## src/rtl/iomsg_pkg.sv

```systemverilog
package iomsg_pkg;
  typedef enum logic [1:0] {
    MS_IDLE,
    MS_FETCH,
    MS_STORE,
    MS_MIRROR
  } mstate_e;
endpackage

```

## src/rtl/strobe_sync.sv

```systemverilog
module strobe_sync #(
  parameter int STAGES = 2
) (
  input  logic clk,
  input  logic rst,
  input  logic sel_n_async,
  output logic fall
);
  localparam int LAST = STAGES;

  logic [LAST:0] sh;

  always_ff @(posedge clk) begin
    if (rst) sh <= '1;
    else     sh <= {sh[LAST-1:0], sel_n_async};
  end

  assign fall = sh[LAST] & ~sh[LAST-1];


  one_pulse_chk: assert property (@(posedge clk) disable iff (rst)
    fall |=> !fall);
endmodule

```

## src/rtl/capture_mem.sv

```systemverilog
module capture_mem #(
  parameter int AW = 8,
  parameter int DW = 8
) (
  input  logic          clk,
  input  logic          we,
  input  logic [AW-1:0] waddr,
  input  logic [DW-1:0] wdata,
  input  logic          re,
  input  logic [AW-1:0] raddr,
  output logic [DW-1:0] rdata
);
  localparam int DEPTH = 1 << AW;

  logic [DW-1:0] mem [DEPTH];

  always_ff @(posedge clk) begin
    if (we) mem[waddr] <= wdata;
  end

  always_ff @(posedge clk) begin
    if (re) rdata <= mem[raddr];
  end
endmodule

```

## src/rtl/mirror_ctrl.sv

```systemverilog
module mirror_ctrl
  import iomsg_pkg::*;
#(
  parameter int PTR_W = 8,
  parameter int DW    = 8,
  parameter int TA_W  = 16
) (
  input  logic             clk,
  input  logic             rst,
  input  logic             init_req,
  input  logic [TA_W-1:0]  init_base,
  input  logic [PTR_W-1:0] cnt,
  input  logic             bump,
  output logic             mst_req,
  output logic             mst_we,
  output logic [TA_W-1:0]  mst_addr,
  output logic [DW-1:0]    mst_wdata,
  input  logic [DW-1:0]    mst_rdata,
  input  logic             mst_done
);
  localparam logic [TA_W-1:0] OFS_IN  = TA_W'(2);
  localparam logic [TA_W-1:0] OFS_OUT = TA_W'(1);

  mstate_e         state;
  logic [TA_W-1:0] base_q;
  logic [TA_W-1:0] pend_q;
  logic            dirty;

  always_ff @(posedge clk) begin
    if (rst) begin
      state     <= MS_IDLE;
      base_q    <= '0;
      pend_q    <= '0;
      dirty     <= 1'b0;
      mst_req   <= 1'b0;
      mst_we    <= 1'b0;
      mst_addr  <= '0;
      mst_wdata <= '0;
    end else begin
      if (bump) dirty <= 1'b1;
      case (state)
        MS_IDLE: begin
          if (init_req) begin
            pend_q   <= init_base;
            mst_addr <= init_base - OFS_IN;
            mst_we   <= 1'b0;
            mst_req  <= 1'b1;
            state    <= MS_FETCH;
          end else if (dirty) begin
            if (base_q != '0) begin
              mst_addr  <= base_q - OFS_OUT;
              mst_we    <= 1'b1;
              mst_wdata <= DW'(cnt);
              mst_req   <= 1'b1;
              state     <= MS_MIRROR;
            end
            dirty <= bump;
          end
        end
        MS_FETCH: begin
          if (mst_done) begin
            mst_addr  <= pend_q - OFS_OUT;
            mst_we    <= 1'b1;
            mst_wdata <= mst_rdata;
            state     <= MS_STORE;
          end
        end
        MS_STORE: begin
          if (mst_done) begin
            base_q  <= pend_q;
            mst_req <= 1'b0;
            mst_we  <= 1'b0;
            state   <= MS_IDLE;
          end
        end
        default: begin
          if (mst_done) begin
            mst_req <= 1'b0;
            mst_we  <= 1'b0;
            state   <= MS_IDLE;
          end
        end
      endcase
    end
  end


  hold_fields_chk: assert property (@(posedge clk) disable iff (rst)
    (mst_req && !mst_done) |=> (mst_req && $stable(mst_we) &&
                                $stable(mst_addr) && $stable(mst_wdata)));


  no_zero_base_write_chk: assert property (@(posedge clk) disable iff (rst)
    ($rose(mst_req) && mst_we) |-> (base_q != '0));


  init_starts_read_chk: assert property (@(posedge clk) disable iff (rst)
    ($rose(mst_req) && $past(init_req)) |-> !mst_we);
endmodule

```

## src/rtl/iostrobe_msgbuf.sv

```systemverilog
module iostrobe_msgbuf #(
  parameter int DW          = 8,
  parameter int PTR_W       = 8,
  parameter int TA_W        = 16,
  parameter int SYNC_STAGES = 2
) (
  input  logic            clk,
  input  logic            rst,
  input  logic            io_sel_n,
  input  logic [DW-1:0]   io_data,
  input  logic            rd_req,
  output logic            rd_done,
  output logic            rd_valid,
  output logic [DW-1:0]   rd_data,
  input  logic            init_req,
  input  logic [TA_W-1:0] init_base,
  output logic            mst_req,
  output logic            mst_we,
  output logic [TA_W-1:0] mst_addr,
  output logic [DW-1:0]   mst_wdata,
  input  logic [DW-1:0]   mst_rdata,
  input  logic            mst_done
);
  localparam logic [PTR_W-1:0] ONE = PTR_W'(1);

  logic             cap_fall;
  logic [PTR_W-1:0] wr_ptr;
  logic [PTR_W-1:0] rd_cnt;
  logic             avail;
  logic             take;

  strobe_sync #(.STAGES(SYNC_STAGES)) u_sync (
    .clk         (clk),
    .rst         (rst),
    .sel_n_async (io_sel_n),
    .fall        (cap_fall)
  );

  assign avail = (wr_ptr != rd_cnt);
  assign take  = rd_req & avail;

  capture_mem #(.AW(PTR_W), .DW(DW)) u_mem (
    .clk   (clk),
    .we    (cap_fall),
    .waddr (wr_ptr),
    .wdata (io_data),
    .re    (take),
    .raddr (rd_cnt),
    .rdata (rd_data)
  );

  always_ff @(posedge clk) begin
    if (rst) begin
      wr_ptr   <= '0;
      rd_cnt   <= '0;
      rd_done  <= 1'b0;
      rd_valid <= 1'b0;
    end else begin
      if (cap_fall) wr_ptr <= wr_ptr + ONE;
      if (take)     rd_cnt <= rd_cnt + ONE;
      rd_done  <= rd_req;
      rd_valid <= take;
    end
  end

  mirror_ctrl #(.PTR_W(PTR_W), .DW(DW), .TA_W(TA_W)) u_mirror (
    .clk       (clk),
    .rst       (rst),
    .init_req  (init_req),
    .init_base (init_base),
    .cnt       (rd_cnt),
    .bump      (take),
    .mst_req   (mst_req),
    .mst_we    (mst_we),
    .mst_addr  (mst_addr),
    .mst_wdata (mst_wdata),
    .mst_rdata (mst_rdata),
    .mst_done  (mst_done)
  );


  done_follows_req_chk: assert property (@(posedge clk) disable iff (rst)
    rd_done |-> $past(rd_req));


  valid_needs_done_chk: assert property (@(posedge clk) disable iff (rst)
    rd_valid |-> rd_done);


  index_step_chk: assert property (@(posedge clk) disable iff (rst)
    rd_done |-> (rd_cnt == $past(rd_cnt) + PTR_W'(rd_valid)));
endmodule

```

## config.mk

```make
export PLATFORM = sky130hd
export DESIGN_NAME = iostrobe_msgbuf
export DESIGN_NICKNAME = d
export VERILOG_FILES = /design/src/rtl/iomsg_pkg.sv /design/src/rtl/strobe_sync.sv /design/src/rtl/capture_mem.sv /design/src/rtl/mirror_ctrl.sv /design/src/rtl/iostrobe_msgbuf.sv
export SDC_FILE = /design/constraint.sdc
export NUM_CORES = 2
export LEC_CHECK = 0
export BUFFER_PORTS_ARGS = -buffer_cell sky130_fd_sc_hd__buf_2
export CAP_MARGIN = 30
export CORE_MARGIN = 5
export CORE_UTILIZATION = 55
export CTS_CLUSTER_SIZE = 8
export DETAILED_ROUTE_END_ITERATION = 7
export PLACE_DENSITY_LB_ADDON = 0.05
export SKIP_CTS_REPAIR_TIMING = 1
export SYNTH_ARGS = -nofsm -noshare
export SYNTH_HDL_FRONTEND = slang
export SYNTH_SLANG_ARGS = --single-unit
```

## constraint.sdc

```tcl
create_clock -name clk -period 2.4 [get_ports clk]
set_input_delay 0.36 -clock clk [delete_from_list [all_inputs] [get_ports clk]]
set_output_delay 0.36 -clock clk [all_outputs]
set_load 0.02 [all_outputs]
```

=== Word level (Yosys, flattened, before mapping) ===
Memory sizes are Yosys's and may differ from the RTL's. A register that Yosys moved wholly into a read port is not among the register bits.
Cells that the tools add are included.

* Bits in registers: 82
* Bits in writable memories: 2,048
* Bits of input ports: 38
* Output and inout port bits: 36
* Word-level logic and storage cells: 72
* Memories: 1

* Add/sub/neg operators: 5
* Equal/unequal tests: 9
* Muxes and demuxes: 30
* Bitwise operators: 4
* Reduce and logical (&&, ||, !) cells: 10

{| class="wikitable"
|+ Memory list
! name !! words !! bits a word !! read ports !! clocked after memory_dff !! write ports !! line !! source
|-
| u_mem.mem || 256 || 8 || 1 || 1 || 1 || capture_mem.sv:15 || <nowiki>logic [DW-1:0] mem [DEPTH];</nowiki>
|}

{| class="wikitable"
|+ Operators with widths
! operator !! number
|-
| $mux W16 || 4
|-
| $mux W8 || 4
|-
| $pmux W16 S2 || 1
|-
| $sub A16 B1 Y16 const B || 2
|-
| $add A8 B1 Y8 const B || 2
|-
| $pmux W8 S2 || 1
|-
| $reduce_bool A16 Y1 || 1
|-
| $sub A16 B2 Y16 const B || 1
|-
| $mux W1 || 12
|-
| $reduce_and A4 Y1 || 3
|-
| $mux W2 || 5
|-
| $ne A8 B8 Y1 || 1
|-
| $ne A3 B2 Y1 const B || 2
|-
| $reduce_and A5 Y1 || 1
|-
| $ne A2 B1 Y1 const B || 2
|-
| $ne A2 B2 Y1 const B || 2
|-
| $pmux W1 S2 || 2
|-
| $pmux W2 S2 || 1
|-
| $reduce_and A2 Y1 || 2
|-
| $reduce_bool A2 Y1 || 2
|-
| $and A1 B1 Y1 || 2
|-
| $eq A2 B1 Y1 const B || 1
|-
| $eq A2 B2 Y1 const B || 1
|-
| $logic_not A2 Y1 || 1
|-
| $not A1 Y1 || 2
|}

=== Depth between registers and ports, before layout ===
* Depth after elaboration: 6
* Mapped depth: 12
* Depth with buffers taken out: 8

=== Modules after synthesis ===
A second synthesis with hierarchy kept.

* Cell total of the unflattened synthesis: 4,279
* Area total of the unflattened synthesis: 83,976.8 µm²

{| class="wikitable"
|+ By module, submodules not included
! module !! times used !! cells each !! area an instance (µm²) !! seq. area each (µm²)
|-
| capture_mem || 1 || 3,733 || 79,636.4 || 61,739.2
|-
| mirror_ctrl || 1 || 443 || 3,405.8 || 1,201.2
|-
| iostrobe_msgbuf || 1 || 96 || 849.6 || 360.3
|-
| strobe_sync || 1 || 7 || 85.1 || 60.1
|}

=== Worst setup path before layout ===
OpenSTA, ideal clock, no wires.

* Path type: register -> register
* Start point: register rd_cnt[0]
* End point: register u_mem.rdata[4], read port of u_mem.mem, data pin
* Library setup time: 0.270 ns
* Arrival time: 2.269 ns
* Required time: 2.130 ns
* Path slack: -0.138 ns
* Cell stages (with the launch flop): 10
* Path buffers: 4
* Clock period less this slack: 2.538 ns
* Cells stage by stage: dfxtp_1 buf_6 buf_6 buf_6 buf_2 mux4_2 a221oi_1 nand3_1 o31ai_1 o32ai_1

* Cells in the longest elaborated chain, start to end: 2

{| class="wikitable"
|+ RTL lines
! what !! line !! source
|-
| from (decl) || iostrobe_msgbuf.sv:28 || <nowiki>logic [PTR_W-1:0] rd_cnt;</nowiki>
|-
| from (signal assigned) || iostrobe_msgbuf.sv:60 || <nowiki>if (take) rd_cnt <= rd_cnt + ONE;</nowiki>
|-
| $ne A8 B8 Y1 || iostrobe_msgbuf.sv:39 || <nowiki>assign avail = (wr_ptr != rd_cnt);</nowiki>
|-
| $and A1 B1 Y1 || iostrobe_msgbuf.sv:40 || <nowiki>assign take = rd_req & avail;</nowiki>
|-
| to (decl) || capture_mem.sv:11 || <nowiki>output logic [DW-1:0] rdata</nowiki>
|}

Several ways; a longest one is shown, not always the timed one.
A chain may end at the register's enable or synchronous reset.

=== Worst setup path in the final report ===
* Start point: register rd_cnt[1]
* End point: register u_mem.rdata[6], read port of u_mem.mem, data pin

The elaborated chain is that of the path after synthesis.

==> impl_metrics.yaml <==
outcome:
  status: "finished with violations"
  violations: "setup timing"
final_layout:
  n_antenna_cell: 0
  drive_gt1_frac: 0.342
  finalNonFillerCells: 7520
  synthToLayoutAreaGrowth_pct: 23.2
  nets: 5469
  utilization: 0.683
  fillers: 9927
floorplan:
  die_w_um: 401
  initial_utilization: 0.554
  dieArea_sq_mm: 0.161
  fp.coreArea_sq_mm: 0.152
  ios: 74
  die_y_um: 401
  core.rowCount: 143
clocking:
  cts_tree: "built"
  clkSlewWorstSetupHoldPaths_ps: 50
  cts.path.max_buffers: 4
  worstSkewPairLatency_ps: 900
  cts_htree_levels: 5
  cts_buffers: 317
  cts_sinks: 2137
  clock-root-buffer: "clkbuf_16"
pwr:
  power.leakage_nw: 34.0
  power.total_mw: 86.4
  power.density_mw_per_mm2: 832
  vdd_drop_max_v: 0.000916
drt:
  drt_wl_total_um: 253000
  num_vias: 48600
  post-route-drc-count: 0
  dr.pass1.iters: 5
  drt-vias-per-instance: 6.47
  drt_iter0_drc: 6469
  ant_nets: 0
  wl_per_cell_um: 33.6
worst_setup_path:
  crit_required_ps: 3020
  worstSetupEndpointType: "flop"
  timing_worst_setup_path_type: "flop to flop"
  critPathSlowestCell: "mux4_2"
  critPathArrivalTime_ps: 3690
  path_max_fanout: 20
  cp_slowest_stage_delay_ps: 570
  crit_top_cell: "buf_4"
  start_kind: "flop"
  crit_chain: "buf_16 -> buf_4 -> buf_4 -> mux4_2 -> o2111ai_4 -> a221oi_1 -> nor4_1 -> buf_4 -> o32ai_1"
global_route:
  grt_use_total: 0.308
  grt.overflow.total: 0
  grt_max_degree: 80
  first_global_vias: 47500
  grt_pass1_wl_um: 354000
  antenna_found_initial: 4
sta:
  setup_slack_ps: -671
  tns_ps: -4870
  period_share: 1.28
  relSlewSlack: 0.318
  slew_violations: 0
  setup_viol: 9
  hold_viol: 0
  fin_skew_ps: 36.2
  post-route-min-period_ps: 3070
  max_freq_mhz: 326
  worst_pin_slew_ps: 1020
  rsz0062_at_grt: "yes"
synth:
  ys_seq_elements: 2137
  syn_avg_cell_area_sq_um: 19.2
  ys_async_sr_fraction: 0
  ys_warn_count: 0
  synthDistinctLibCells: 77
  synth_top_area_frac: 0.732
  synth_common_cells: "2056 x edfxtp_1, 415 x mux4_2, 334 x nor2_1"
  synth-edff-count: 2056
  synthFlopType: "edfxtp_1"
  synth_area_leader_cell: "edfxtp_1"
  synth_cells: 4387
  ys_seq_area_frac: 0.752
  syn_area_sq_mm: 0.0843
  synth.area.top_cells: "edfxtp_1 73%, mux4_2 11%, mux2i_1 2.9%"
  synth_most_common_cell: "edfxtp_1"
  synth_fp_nets: 4433
placed_design:
  gp_congestion: 0.894
  place_hpwl_um: 166000
  dp_cells: 7007
  buffer_ports.inserted: 73
min_path:
  min_path_type: "primary input to flop"
flow_run:
  maxCapViolCount: 0
==> power breakdown <==
group	internal, mW	total [mW]	switching, mW
clock	24.1	38.9	14.8
sequential	41.1	41.2	0.133
combinational	2.98	6.26	3.28
==> registers in the layout, indices dropped and copies added (netlist names) <==
name	count
u_mem.rdata	8
u_mirror.dirty	1
rd_cnt	8
u_mirror.state	1
u_mem.mem	2048
u_mirror.mst_we	1
u_mirror.mst_wdata	8
rd_done	1
u_mirror.mst_req	1
wr_ptr	8
u_mirror.pend_q	16
u_mirror.mst_addr	16
u_mirror.base_q	16
rd_valid	1
u_sync.sh	3
==> worst max-delay path, delay by kind of cell, from the launching register on <==
| family | cells | cell delay (ps) |
|---|---|---|
| buf+inv | 4 | 870 |
| mux | 1 | 570 |
| compound gates | 3 | 560 |
| flops | 1 | 500 |
| simple gates | 1 | 260 |
==> stage by stage <==
step / area (sq um) / setup WS (ps) / hold slack, ps
floorplan: 84400 / -15.0 / 393
global placement: 93200 / -1270 / 397
detailed placement: 93200 / -1220 / 405
CTS: 102000 / -1260 / -348
global route: 104000 / -665 / 64.9
finish: 104000 / -671 / 69.0
==> kinds of logic after synthesis <==
| logic type | after synthesis | share of synthesized area |
|---|---|---|
| flops | 2137 | 0.752 |
| simple gates | 715 | 0.0370 |
| mux | 665 | 0.141 |
| compound gates | 506 | 0.0427 |
| buf+inv | 297 | 0.0207 |
| xor+xnor | 59 | 0.00613 |
| fa+ha+maj | 8 | 0.00119 |
==> cell type report <==
class / instances / area, sq um / share of cell area
well taps: 2030 / 2540 / 0.0245
clock inverters: 5 / 36.3 / 0.000349
repair buffers: 996 / 9460 / 0.0911
multi-input cells: 1953 / 19900 / 0.192
inverters: 18 / 68.8 / 0.000663
flip-flops and latches: 2137 / 63400 / 0.610
clock buffers: 381 / 8430 / 0.0812
==> placed cells by master (no fill, tap or decap), types with 24 or more instances in the layout <==
cell type and count:
buf_4 723, buf_12 121, mux4_2 415, nand2_1 199, nor2_2 26, clkbuf_16 341, buf_2 64, a22oi_1 69
o221ai_1 32, dfxtp_1 75, a21oi_1 126, a221oi_1 37, nand3_1 49, a211oi_1 24, xor2_1 43, nor2_1 306
clkbuf_1 52, edfxtp_1 2056, dlygate4sd3_1 35, mux2i_1 239
==> worst paths after layout <==
path,start,end,slack (ps),cells past startpoint
max,rd_cnt[1]$_SDFFE_PP0N_,u_mem.rdata[6]$_DFFE_PN_,-670,9
max reg2reg,rd_cnt[1]$_SDFFE_PP0N_,u_mem.rdata[6]$_DFFE_PN_,-670,9
min reg2reg,u_sync.sh[0]$_SDFF_PP1_,u_sync.sh[1]$_SDFF_PP1_,410,1
min,io_data[4],u_mem.mem[220][4]$_DFFE_PP_,70,1
==> layer usage <==
layer  vias to the layer above  wire length, um  global-route usage
li1                      19900                -                   -
met3                       471            27600              0.0697
met1                     25300            99800               0.450
met4                         2             9810               0.110
met2                      2948           116000               0.464
met5                         -               10                   0
Note: power is estimated with default switching activity, not from simulation.
